`src/rtl/smbus_regdev.sv`:
```
module smbus_regdev #(
  parameter int DEPTH = 8,
  parameter logic [6:0] DEV_ADDR = 7'h2A,
  parameter int BLK_COUNT = 4
) (
  input  logic       clk,
  input  logic       rst_n,
  input  logic       addr_valid,
  input  logic [6:0] addr,
  input  logic       addr_rd,
  input  logic       rx_valid,
  input  logic [7:0] rx_data,
  input  logic       tx_req,
  input  logic       mack_valid,
  input  logic       mack,
  input  logic       rstart,
  input  logic       stop,
  output logic       ack,
  output logic       tx_valid,
  output logic [7:0] tx_data
);
  localparam int AW = $clog2(DEPTH);
  localparam int MAX_BLK = 32;

  logic [7:0]    regs [DEPTH];
  logic [7:0]    cmd_q;
  logic [AW-1:0] ptr_q;
  logic          active_q, rd_q, first_q, blk_q, cnt_pend_q, send_q;
  logic [5:0]    left_q;

  wire own    = addr_valid && (addr == DEV_ADDR);
  wire wr_ok  = rx_valid && active_q && !rd_q;
  wire is_cmd = wr_ok && first_q;
  wire is_len = wr_ok && !first_q && blk_q && cnt_pend_q;
  wire is_dat = wr_ok && !first_q && !(blk_q && cnt_pend_q) && (!blk_q || left_q != 6'd0);

  assign ack      = own || is_cmd || is_len || is_dat;
  assign tx_valid = active_q && rd_q && send_q;
  assign tx_data  = (blk_q && cnt_pend_q) ? 8'(BLK_COUNT) :
                    (blk_q && left_q == 6'd0) ? 8'hFF : regs[ptr_q];

  always_ff @(posedge clk or negedge rst_n) begin
    if (!rst_n) begin
      cmd_q <= '0; ptr_q <= '0; left_q <= '0;
      active_q <= 1'b0; rd_q <= 1'b0; first_q <= 1'b0;
      blk_q <= 1'b0; cnt_pend_q <= 1'b0; send_q <= 1'b0;
    end else if (stop || rstart) begin
      active_q <= 1'b0;
      send_q   <= 1'b0;
    end else if (addr_valid) begin
      active_q <= own;
      rd_q     <= addr_rd;
      first_q  <= !addr_rd;
      send_q   <= own && addr_rd;
      if (own && addr_rd) begin
        ptr_q      <= cmd_q[AW-1:0];
        blk_q      <= cmd_q[7];
        cnt_pend_q <= cmd_q[7];
        left_q     <= 6'(BLK_COUNT);
      end
    end else if (is_cmd) begin
      cmd_q      <= rx_data;
      ptr_q      <= rx_data[AW-1:0];
      blk_q      <= rx_data[7];
      cnt_pend_q <= rx_data[7];
      first_q    <= 1'b0;
    end else if (is_len) begin
      left_q     <= (rx_data > 8'(MAX_BLK)) ? 6'(MAX_BLK) : rx_data[5:0];
      cnt_pend_q <= 1'b0;
    end else if (is_dat) begin
      ptr_q <= ptr_q + 1'b1;
      if (blk_q) left_q <= left_q - 1'b1;
    end else if (tx_req && tx_valid) begin
      if (blk_q && cnt_pend_q) cnt_pend_q <= 1'b0;
      else if (!blk_q) ptr_q <= ptr_q + 1'b1;
      else if (left_q != 6'd0) begin
        ptr_q  <= ptr_q + 1'b1;
        left_q <= left_q - 1'b1;
      end
    end else if (mack_valid && !mack) begin
      send_q <= 1'b0;
    end
  end

  always_ff @(posedge clk or negedge rst_n) begin
    if (!rst_n) begin
      for (int i = 0; i < DEPTH; i++) regs[i] <= '0;
    end else if (is_dat && !stop && !rstart && !addr_valid) begin
      regs[ptr_q] <= rx_data;
    end
  end
endmodule


```
`config.mk`:
```
export PLATFORM = sky130hd
export DESIGN_NAME = smbus_regdev
export DESIGN_NICKNAME = d
export VERILOG_FILES = /design/src/rtl/smbus_regdev.sv
export SDC_FILE = /design/constraint.sdc
export NUM_CORES = 1
export LEC_CHECK = 0
export BUFFER_PORTS_ARGS = -buffer_cell sky130_fd_sc_hd__clkbuf_2
export CORE_UTILIZATION = 50
export CTS_CLUSTER_DIAMETER = 60
export DETAILED_ROUTE_END_ITERATION = 8
export GPL_TIMING_DRIVEN = 1
export HOLD_SLACK_MARGIN = 0.02
export PLACE_DENSITY = 0.77
export SLEW_MARGIN = 20
export SYNTH_ARGS = -nofsm -noshare
export SYNTH_HDL_FRONTEND = slang
export SYNTH_SLANG_ARGS = --single-unit
```
`constraint.sdc`:
```
create_clock -name clk -period 5.1 [get_ports clk]
set_input_delay 0.765 -clock clk [delete_from_list [all_inputs] [get_ports clk]]
set_output_delay 0.765 -clock clk [all_outputs]
set_load 0.02 [all_outputs]
```
==> flow_summary.json <==
{
  "layout_setup_ws_ns": 1.60,
  "crit_arrival_ns": 2.73,
  "final_core_util": 0.579,
  "internal_power_uw": 958,
  "grt_first_pass_wirelength_um": 16300,
  "critPathBufInv": 2,
  "crit_path_start_kind": "register",
  "hp-class": "in -> async",
  "clock_power_share": 0.379,
  "path_max_fanout": 8,
  "seqPwrFrac": 0.508,
  "grt_overflow": 0,
  "syn-instance-count": 372,
  "grt_use_total": 0.241,
  "htree_levels": 3,
  "die_y_um": 95.5,
  "min_period_over_period": 0.686,
  "p_total_mw": 1.33,
  "max_freq_ghz": 0.286,
  "final_cell_mix": "dfrtp_1, mux2_2, clkbuf_2",
  "area_delta_synth_final_pct": 10.4,
  "routed_wl_um": 10100,
  "cts_buffers": 9,
  "ys_types": 61,
  "rr_endpoint": "regs[30]",
  "worst_r2r_path_depth": 7,
  "worstSetupPathType": "reg -> out",
  "vias": 3175,
  "die_x_um": 95.5,
  "synth_edf_count": 0,
  "reg2reg_from": "left_q[0]",
  "synthFlopType": "dfrtp_1",
  "synthTopCellsByArea": "dfrtp_1, mux2_2, nand2_1, mux2i_1, nor2_1",
  "dpl_worst_slack_ns": 2.06,
  "powerDensity_nw_per_um2": 275,
  "period_needed_ns": 3.50,
  "swShare": 0.278,
  "layout_commonest_cell": "dfrtp_1",
  "hold-worst-slack_ns": 0.422,
  "coreArea_um2": 8340,
  "finalSetupViolations": 0,
  "layout-drive-gt1-share": 0.378,
  "clk_latency_ns": 0.36,
  "post_cts_buffers": 0,
  "ys_seq_elements": 83,
  "start_util": 0.524,
  "cts_tree": "yes",
  "netlist_area_um2": 4370,
  "p_leak_nw": 2.32,
  "io_pins": 35,
  "cts_hold_buffers": 0,
  "dp_hpwl_um": 6590,
  "worst_path_max_delay_cell": "nor3b_1",
  "ys_seq_area_frac": 0.475,
  "path_clk_slew_ns": 0.09,
  "port-buffer-count": 34,
  "maxCapViolations": 0,
  "r2r_slack_ns": 2.52,
  "yosys.area.top_type_share": 0.475,
  "syn_area_per_cell_um2": 11.8,
  "cts.sinks": 83,
  "yosysTopAreaCell": "dfrtp_1",
  "synth_warnings": 0,
  "ir_drop_uv": 208,
  "rows": 33,
  "required_ns": 4.34,
  "ant_nets": 0,
  "fin_nets": 429,
  "cp-end-kind": "output pin",
  "viasPerCell": 6.20,
  "cts_buffer_depth": 2,
  "finalHoldViolations": 0,
  "antenna_found_initial": 0,
  "power_switching_uw": 369,
  "grt_pass1_vias": 3189,
  "tightest_slew_ns": 0.984,
  "grt_max_degree": 84,
  "dieArea_um2": 9120,
  "skew_ns": 0.0118,
  "critPathMaxStageDelay_ns": 0.50,
  "async_reset_ff_frac": 1.00,
  "relSlewSlack": 0.339,
  "rsz0062_at_grt": "no",
  "root_buffer": "clkbuf_8",
  "syn_nets": 399,
  "drc": 0,
  "first_pass_iters": 4,
  "wl_per_cell_um": 19.6,
  "combPwrFrac": 0.113,
  "crit_chain": "inv_1, ha_1, nor3b_1, nand3_1, o31ai_1, nand2_1, clkbuf_2",
  "fin_setup_tns_ns": 0,
  "insertedDiodeCount": 0,
  "cts_resized": 0,
  "status": "finished clean",
  "crit_family": "simple AND/OR/NAND/NOR gates",
  "slew_violations": 0,
  "gp_congestion": 0.839,
  "drtIter0Drc": 196
}
-- worst max-delay path by stage --
| stage | depth (start not counted) | end | slack, ns | start |
|---|---|---|---|---|
| global route | 7 | ack | 1.40 | left_q[0] |
| floorplan | 6 | tx_data[3] | 2.38 | ptr_q[2] |
| global placement | 7 | ack | 2.19 | left_q[0] |
| detailed placement | 7 | ack | 2.06 | left_q[0] |
| CTS | 7 | ack | 1.65 | left_q[0] |
| finish | 7 | ack | 1.60 | left_q[0] |
-- cell type report --
| cell class | instances | area [µm²] |
|---|---|---|
| Clock inverter | 6 | 72.6 |
| Multi-Input combinational cell | 264 | 2180 |
| Fill cell | 705 | 3510 |
| Inverter | 7 | 26.3 |
| Sequential cell | 83 | 2080 |
| Clock buffer | 10 | 138 |
| Timing Repair Buffer | 37 | 199 |
| Tap cell | 105 | 131 |
-- logic make-up (layout without fill, tap and decap cells) --
family,count (synthesis),in the layout,synth area share
and+or+nand+nor,98,98,0.133
adders and majority gates,2,2,0.00572
muxes,93,93,0.245
AOI/OAI and AO/OA,70,70,0.113
buffers and inverters,25,60,0.0258
DFF,83,83,0.475
xor gates and xnor gates,1,1,0.00200
-- cells in the mapped netlist (4+ instances only) --
cell type	instances
dfrtp_1	83
mux2_2	81
nand2_1	27
nor2_1	22
o21ai_0	13
a31oi_1	12
a21oi_1	9
clkbuf_1	9
mux2i_1	9
nand3_1	8
o211ai_1	8
a221oi_1	6
inv_1	5
nor2b_1	5
nor3_1	5
nor3b_1	5
buf_1	4
-- flip-flops by register name (all words and copies together) (netlist names) --
name and cells:
left_q 6, blk_q 1, regs 64, send_q 1
first_q 1, rd_q 1, cmd_q 4, active_q 1
ptr_q 3, cnt_pend_q 1
-- power by group through the flow --
stage                     combinational [mW]  sequential, mW  clock (mW)
after floorplan                       0.0881           0.686           0
after global placement                 0.147           0.686           0
after detailed placement               0.149           0.687           0
after CTS                              0.150           0.674       0.508
after global routing                   0.165           0.675       0.539
final                                  0.150           0.674       0.503
-- stage by stage --
step / cell area (µm²) / std cells
2_1_floorplan: 4370 / 372
5_1_grt: 4830 / 512
4_1_cts: 4820 / 512
3_5_place_dp: 4610 / 496
3_3_place_gp: 4610 / 496
6_report: 4830 / 512
-- routing by layer --
| layer | GRT usage | wire, µm | share of wire |
|---|---|---|---|
| met5 | 0 | 0 | 0 |
| met4 | 0.0846 | 113 | 0.011 |
| met3 | 0.0758 | 680 | 0.068 |
| met2 | 0.391 | 4870 | 0.48 |
| met1 | 0.304 | 4400 | 0.44 |
No activity file was read; power rests on OpenSTA's default activity.
